### src/rtl/intc_pkg.sv
package intc_pkg;
    localparam int NSRC     = 3;
    localparam int DW       = 8;
    localparam int VEC_BASE = 4;
    localparam int VEC_STEP = 4;

    // packing order gives gie at bit 0, enables at 3:1, flags at 6:4
    typedef struct packed {
        logic [NSRC-1:0] flg;
        logic [NSRC-1:0] en;
        logic            gie;
    } ctl_t;

    localparam int CTLW = $bits(ctl_t);

    function automatic logic [DW-1:0] vec_of(input int idx);
        return DW'(VEC_BASE + idx * VEC_STEP);
    endfunction
endpackage

### src/rtl/intc_ctl_reg.sv
module intc_ctl_reg
    import intc_pkg::*;
(
    input  logic            clk,
    input  logic            rst,
    input  logic            wr,
    input  logic [DW-1:0]   wdata,
    input  logic [NSRC-1:0] evt,
    input  logic            take,
    input  logic [NSRC-1:0] take_sel,
    input  logic            ret_en,
    output ctl_t            q
);
    ctl_t nxt;

    always_comb begin
        nxt = q;
        if (wr)
            nxt = ctl_t'(wdata[CTLW-1:0]);
        if (ret_en)
            nxt.gie = 1'b1;
        if (take) begin
            nxt.gie = 1'b0;
            nxt.flg = nxt.flg & ~take_sel;
        end
        nxt.flg = nxt.flg | evt;
    end

    always_ff @(posedge clk) begin
        if (rst) q <= '0;
        else     q <= nxt;
    end

    AST_EVT_SETS_FLAG: assert property (@(posedge clk) disable iff (rst)
        (|evt) |=> ((q.flg & $past(evt)) == $past(evt)));

    AST_TAKE_CLEARS_GIE: assert property (@(posedge clk) disable iff (rst)
        (take && !ret_en) |=> !q.gie);

    AST_RETEN_SETS_GIE: assert property (@(posedge clk) disable iff (rst)
        (ret_en && !take) |=> q.gie);
endmodule

### src/rtl/intc_pick.sv
module intc_pick
    import intc_pkg::*;
(
    input  logic            clk,
    input  logic            rst,
    input  ctl_t            ctl,
    input  logic            stk_full,
    output logic [NSRC-1:0] grant,
    output logic            req,
    output logic [DW-1:0]  vec
);
    logic [NSRC-1:0] elig;
    logic [NSRC:0]   seen;

    assign elig    = ctl.flg & ctl.en & {NSRC{ctl.gie & ~stk_full}};
    assign seen[0] = 1'b0;

    for (genvar i = 0; i < NSRC; i++) begin : g_prio
        assign grant[i]  = elig[i] & ~seen[i];
        assign seen[i+1] = seen[i] | elig[i];
    end

    assign req = seen[NSRC];

    always_comb begin
        vec = '0;
        for (int i = 0; i < NSRC; i++)
            if (grant[i]) vec = vec_of(i);
    end

    AST_GRANT_ONEHOT: assert property (@(posedge clk) disable iff (rst)
        $onehot0(grant));

    AST_FULL_BLOCKS: assert property (@(posedge clk) disable iff (rst)
        stk_full |-> !req);

    AST_REQ_NEEDS_GIE: assert property (@(posedge clk) disable iff (rst)
        req |-> ctl.gie);
endmodule

### src/rtl/intc_vec3.sv
module intc_vec3
    import intc_pkg::*;
(
    input  logic          clk,
    input  logic          rst,
    input  logic          reg_wr,
    input  logic [DW-1:0] reg_wdata,
    output logic [DW-1:0] reg_rdata,
    input  logic          usb_evt,
    input  logic          tmr0_ovf,
    input  logic          tmr1_ovf,
    input  logic          stk_full,
    input  logic          call_ack,
    input  logic          ret_en,
    input  logic          ret_plain,
    output logic          call_req,
    output logic [DW-1:0] call_vec
);
    ctl_t            ctl;
    logic [NSRC-1:0] grant;
    logic            take;

    assign take = call_ack & call_req;

    intc_ctl_reg u_reg (
        .clk      (clk),
        .rst      (rst),
        .wr       (reg_wr),
        .wdata    (reg_wdata),
        .evt      ({tmr1_ovf, tmr0_ovf, usb_evt}),
        .take     (take),
        .take_sel (grant),
        .ret_en   (ret_en),
        .q        (ctl)
    );

    intc_pick u_pick (
        .clk      (clk),
        .rst      (rst),
        .ctl      (ctl),
        .stk_full (stk_full),
        .grant    (grant),
        .req      (call_req),
        .vec      (call_vec)
    );

    assign reg_rdata = {{(DW-CTLW){1'b0}}, ctl};

    AST_PLAIN_RET_KEEPS: assert property (@(posedge clk) disable iff (rst)
        (ret_plain && !ret_en && !reg_wr && !call_ack
         && !usb_evt && !tmr0_ovf && !tmr1_ovf)
        |=> (reg_rdata == $past(reg_rdata)));

    AST_FULL_NO_CHANGE_ON_ACK: assert property (@(posedge clk) disable iff (rst)
        (stk_full && call_ack && !reg_wr && !ret_en
         && !usb_evt && !tmr0_ovf && !tmr1_ovf)
        |=> (reg_rdata == $past(reg_rdata)));
endmodule

### config.mk
export PLATFORM = sky130hd
export DESIGN_NAME = intc_vec3
export DESIGN_NICKNAME = d
export VERILOG_FILES = /design/src/rtl/intc_pkg.sv /design/src/rtl/intc_ctl_reg.sv /design/src/rtl/intc_pick.sv /design/src/rtl/intc_vec3.sv
export SDC_FILE = /design/constraint.sdc
export NUM_CORES = 1
export LEC_CHECK = 0
export BUFFER_PORTS_ARGS = -buffer_cell sky130_fd_sc_hd__buf_4
export CORE_AREA = 2 2 39 41
export DETAILED_ROUTE_END_ITERATION = 10
export DIE_AREA = 0 0 41 43
export PLACE_DENSITY_LB_ADDON = 0.05
export SLEW_MARGIN = 20
export SYNTH_ARGS = -nofsm -noshare
export SYNTH_HDL_FRONTEND = slang
export SYNTH_SLANG_ARGS = --single-unit
### constraint.sdc
create_clock -name clk -period 1.2 [get_ports clk]
set_input_delay 0.12 -clock clk [delete_from_list [all_inputs] [get_ports clk]]
set_output_delay 0.12 -clock clk [all_outputs]
set_load 0.01 [all_outputs]
==> impl_metrics.env <==
export IMPL_min_period_ps=1210
export IMPL_power_leakage_nw=0.311
export IMPL_drive_gt1_share_pct=53.8
export IMPL_grt_max_degree=12
export IMPL_grt_use_total_pct=13.2
export IMPL_synth_largest_area_cell="dfxtp_1"
export IMPL_wire_per_inst_microns=11.3
export IMPL_slew_viol_final=0
export IMPL_n_antenna_cell=0
export IMPL_largest_reg_flops=7
export IMPL_ys_ff_latch=7
export IMPL_synth_edf_count=0
export IMPL_powerDensity_mw_per_mm2=975
export IMPL_postLayoutCellArea_sq_um=656
export IMPL_syn_inst=48
export IMPL_hpwl_microns=793
export IMPL_grt_pass1_vias=372
export IMPL_core_area_sq_mm=0.00138
export IMPL_ys_top_cells_by_area="dfxtp_1 (34%), buf_4 (13%), a211oi_1 (11%)"
export IMPL_cts_root_buf="clkbuf_4"
export IMPL_hp_class="in2reg"
export IMPL_vias=437
export IMPL_cap_violations=0
export IMPL_power_mw=0.639
export IMPL_clk_pin_slew_ps=60
export IMPL_critical_path_endpoint_type="output pin"
export IMPL_ys_top_cells_by_count="buf_4 (7), dfxtp_1 (7), a211oi_1 (6)"
export IMPL_h_tree_depth=1
export IMPL_rsz0062_at_grt="yes"
export IMPL_drt_pass1_iterations=4
export IMPL_yosysWarnings=0
export IMPL_route_detailed_drc=0
export IMPL_yosysSeqAreaShare_pct=34.0
export IMPL_die_h_microns=43
export IMPL_top_regs="u_reg.q: 7 flops"
export IMPL_skew_ps=7.13
export IMPL_largest_register="u_reg.q"
export IMPL_drt_iter0_markers=4
export IMPL_crit_required_ps=1080
export IMPL_num_rows=14
export IMPL_cts_tree="built"
export IMPL_critPathMaxFanout=5
export IMPL_numClockSinks=7
export IMPL_portBuffers=25
export IMPL_final_nets=97
export IMPL_fillCellCount=163
export IMPL_synthFlopType="dfxtp_1"
export IMPL_syn_avg_cell_area_sq_um=8.58
export IMPL_clkLatencyLatePin_ps=250
export IMPL_finalWorstSetupSlack_ps=-13.1
export IMPL_holdBufCountCts=0
export IMPL_grt_overflow_total=0
export IMPL_dieArea_sq_mm=0.00176
export IMPL_async_reset_ff_share_pct=0
export IMPL_drt_total_wl_microns=1060
export IMPL_cts_buffers=3
export IMPL_status="complete, but fails checks"
export IMPL_place_area_sq_um=578
export IMPL_grt_pass1_wl_microns=1540
export IMPL_synth_top_area_share_pct=34.0
export IMPL_antenna_found_initial=0
export IMPL_routabilityCongestion=0.622
export IMPL_finalSetupViolCount=1
export IMPL_arrival_ps=1090
export IMPL_timing_final_crit_share_pct=101
export IMPL_vias_per_cell=4.65
export IMPL_hold_viol=0
export IMPL_synth_cell_types=18
export IMPL_io_pins=35
export IMPL_initial_core_util_pct=29.7
export IMPL_violations="negative setup slack"
export IMPL_cp_start_kind="flop"
export IMPL_peakVddDrop_mv=0.569
export IMPL_syn_to_final_growth_pct=59.3
export IMPL_cts_path_max_buffers=2
export IMPL_critPathKind="reg2out"
export IMPL_max_freq_ghz=0.824
export IMPL_fp_dieW_microns=41
export IMPL_syn_area_sq_um=412
export IMPL_ant_nets=0
## worst max-delay path: stages (launching register included)
cell	delay (ps)
dfxtp_2	340
a22oi_2	240
a21oi_1	100
buf_4	150
## routing by layer
| layer | up-vias | GRT usage (%) | wire (microns) |
|---|---|---|---|
| li1 | 220 | - | - |
| met1 | 188 | 16.7 | 501 |
| met2 | 27 | 17.5 | 442 |
| met3 | 2 | 7.85 | 109 |
| met4 | 0 | 6.00 | 8 |
| met5 | - | 0 | 0 |
## worst paths after layout
check,from,endpoint,slack [ps],cells after the start
worst max register to register,u_reg.q[6],u_reg.q[0],100,5
worst min-delay path,rst,u_reg.q[5],80,2
worst min register to register,u_reg.q[3],u_reg.q[3],540,2
worst max-delay path,u_reg.q[6],call_req,-10,3
## placed cells by master, fill, tap and decap left out, types with 3 or more instances in the layout
cell | synthesis | layout
dfxtp_2 | 0 | 6
buf_4 | 7 | 28
a21oi_1 | 4 | 4
nor2b_1 | 4 | 4
clkbuf_4 | 0 | 3
mux2i_1 | 3 | 3
conb_1 | 1 | 7
a211oi_1 | 6 | 6
nor2_1 | 4 | 4
nor3_1 | 3 | 3
## where the power goes
part           internal (mW)  total (mW)  switching (mW)
logic                 0.0839       0.146          0.0625
registers              0.252       0.274          0.0216
clock network          0.127       0.219          0.0921
## area by class of cell
| class | count | area, sq um | area share, % |
|---|---|---|---|
| multi-input cells | 39 | 248 | 37.8 |
| repair buffers | 28 | 210 | 32.1 |
| flip-flops and latches | 7 | 151 | 23.1 |
| clock buffers | 4 | 26.3 | 4.01 |
| well taps | 16 | 20.0 | 3.05 |
## cell families after synthesis
kind of cell | share of synthesized area [%]
compound gates | 17.6
buf+inv | 15.5
flops | 34.0
mux | 7.30
other cells | 0.911
simple gates | 24.6
## metrics by stage
step	setup WS, ps	hold slack (ps)	std cells	util (%)	setup TNS [ps]
floorplan	212	192	54	-	0
global placement	185	355	87	41.8	0
CTS	-15.4	83.9	92	45.4	-15.4
global route	-71.7	70.6	94	47.4	-108
detailed placement	179	361	87	41.8	0
finish	-13.1	83.3	94	47.4	-13.1
## what timing repair did
action,in CTS,in global routing
gates resized for setup,7,5
setup buffers,1,2
pin swaps,1,3
endpoints found under the setup margin,2,3
No activity file was read; power rests on OpenSTA's default activity.
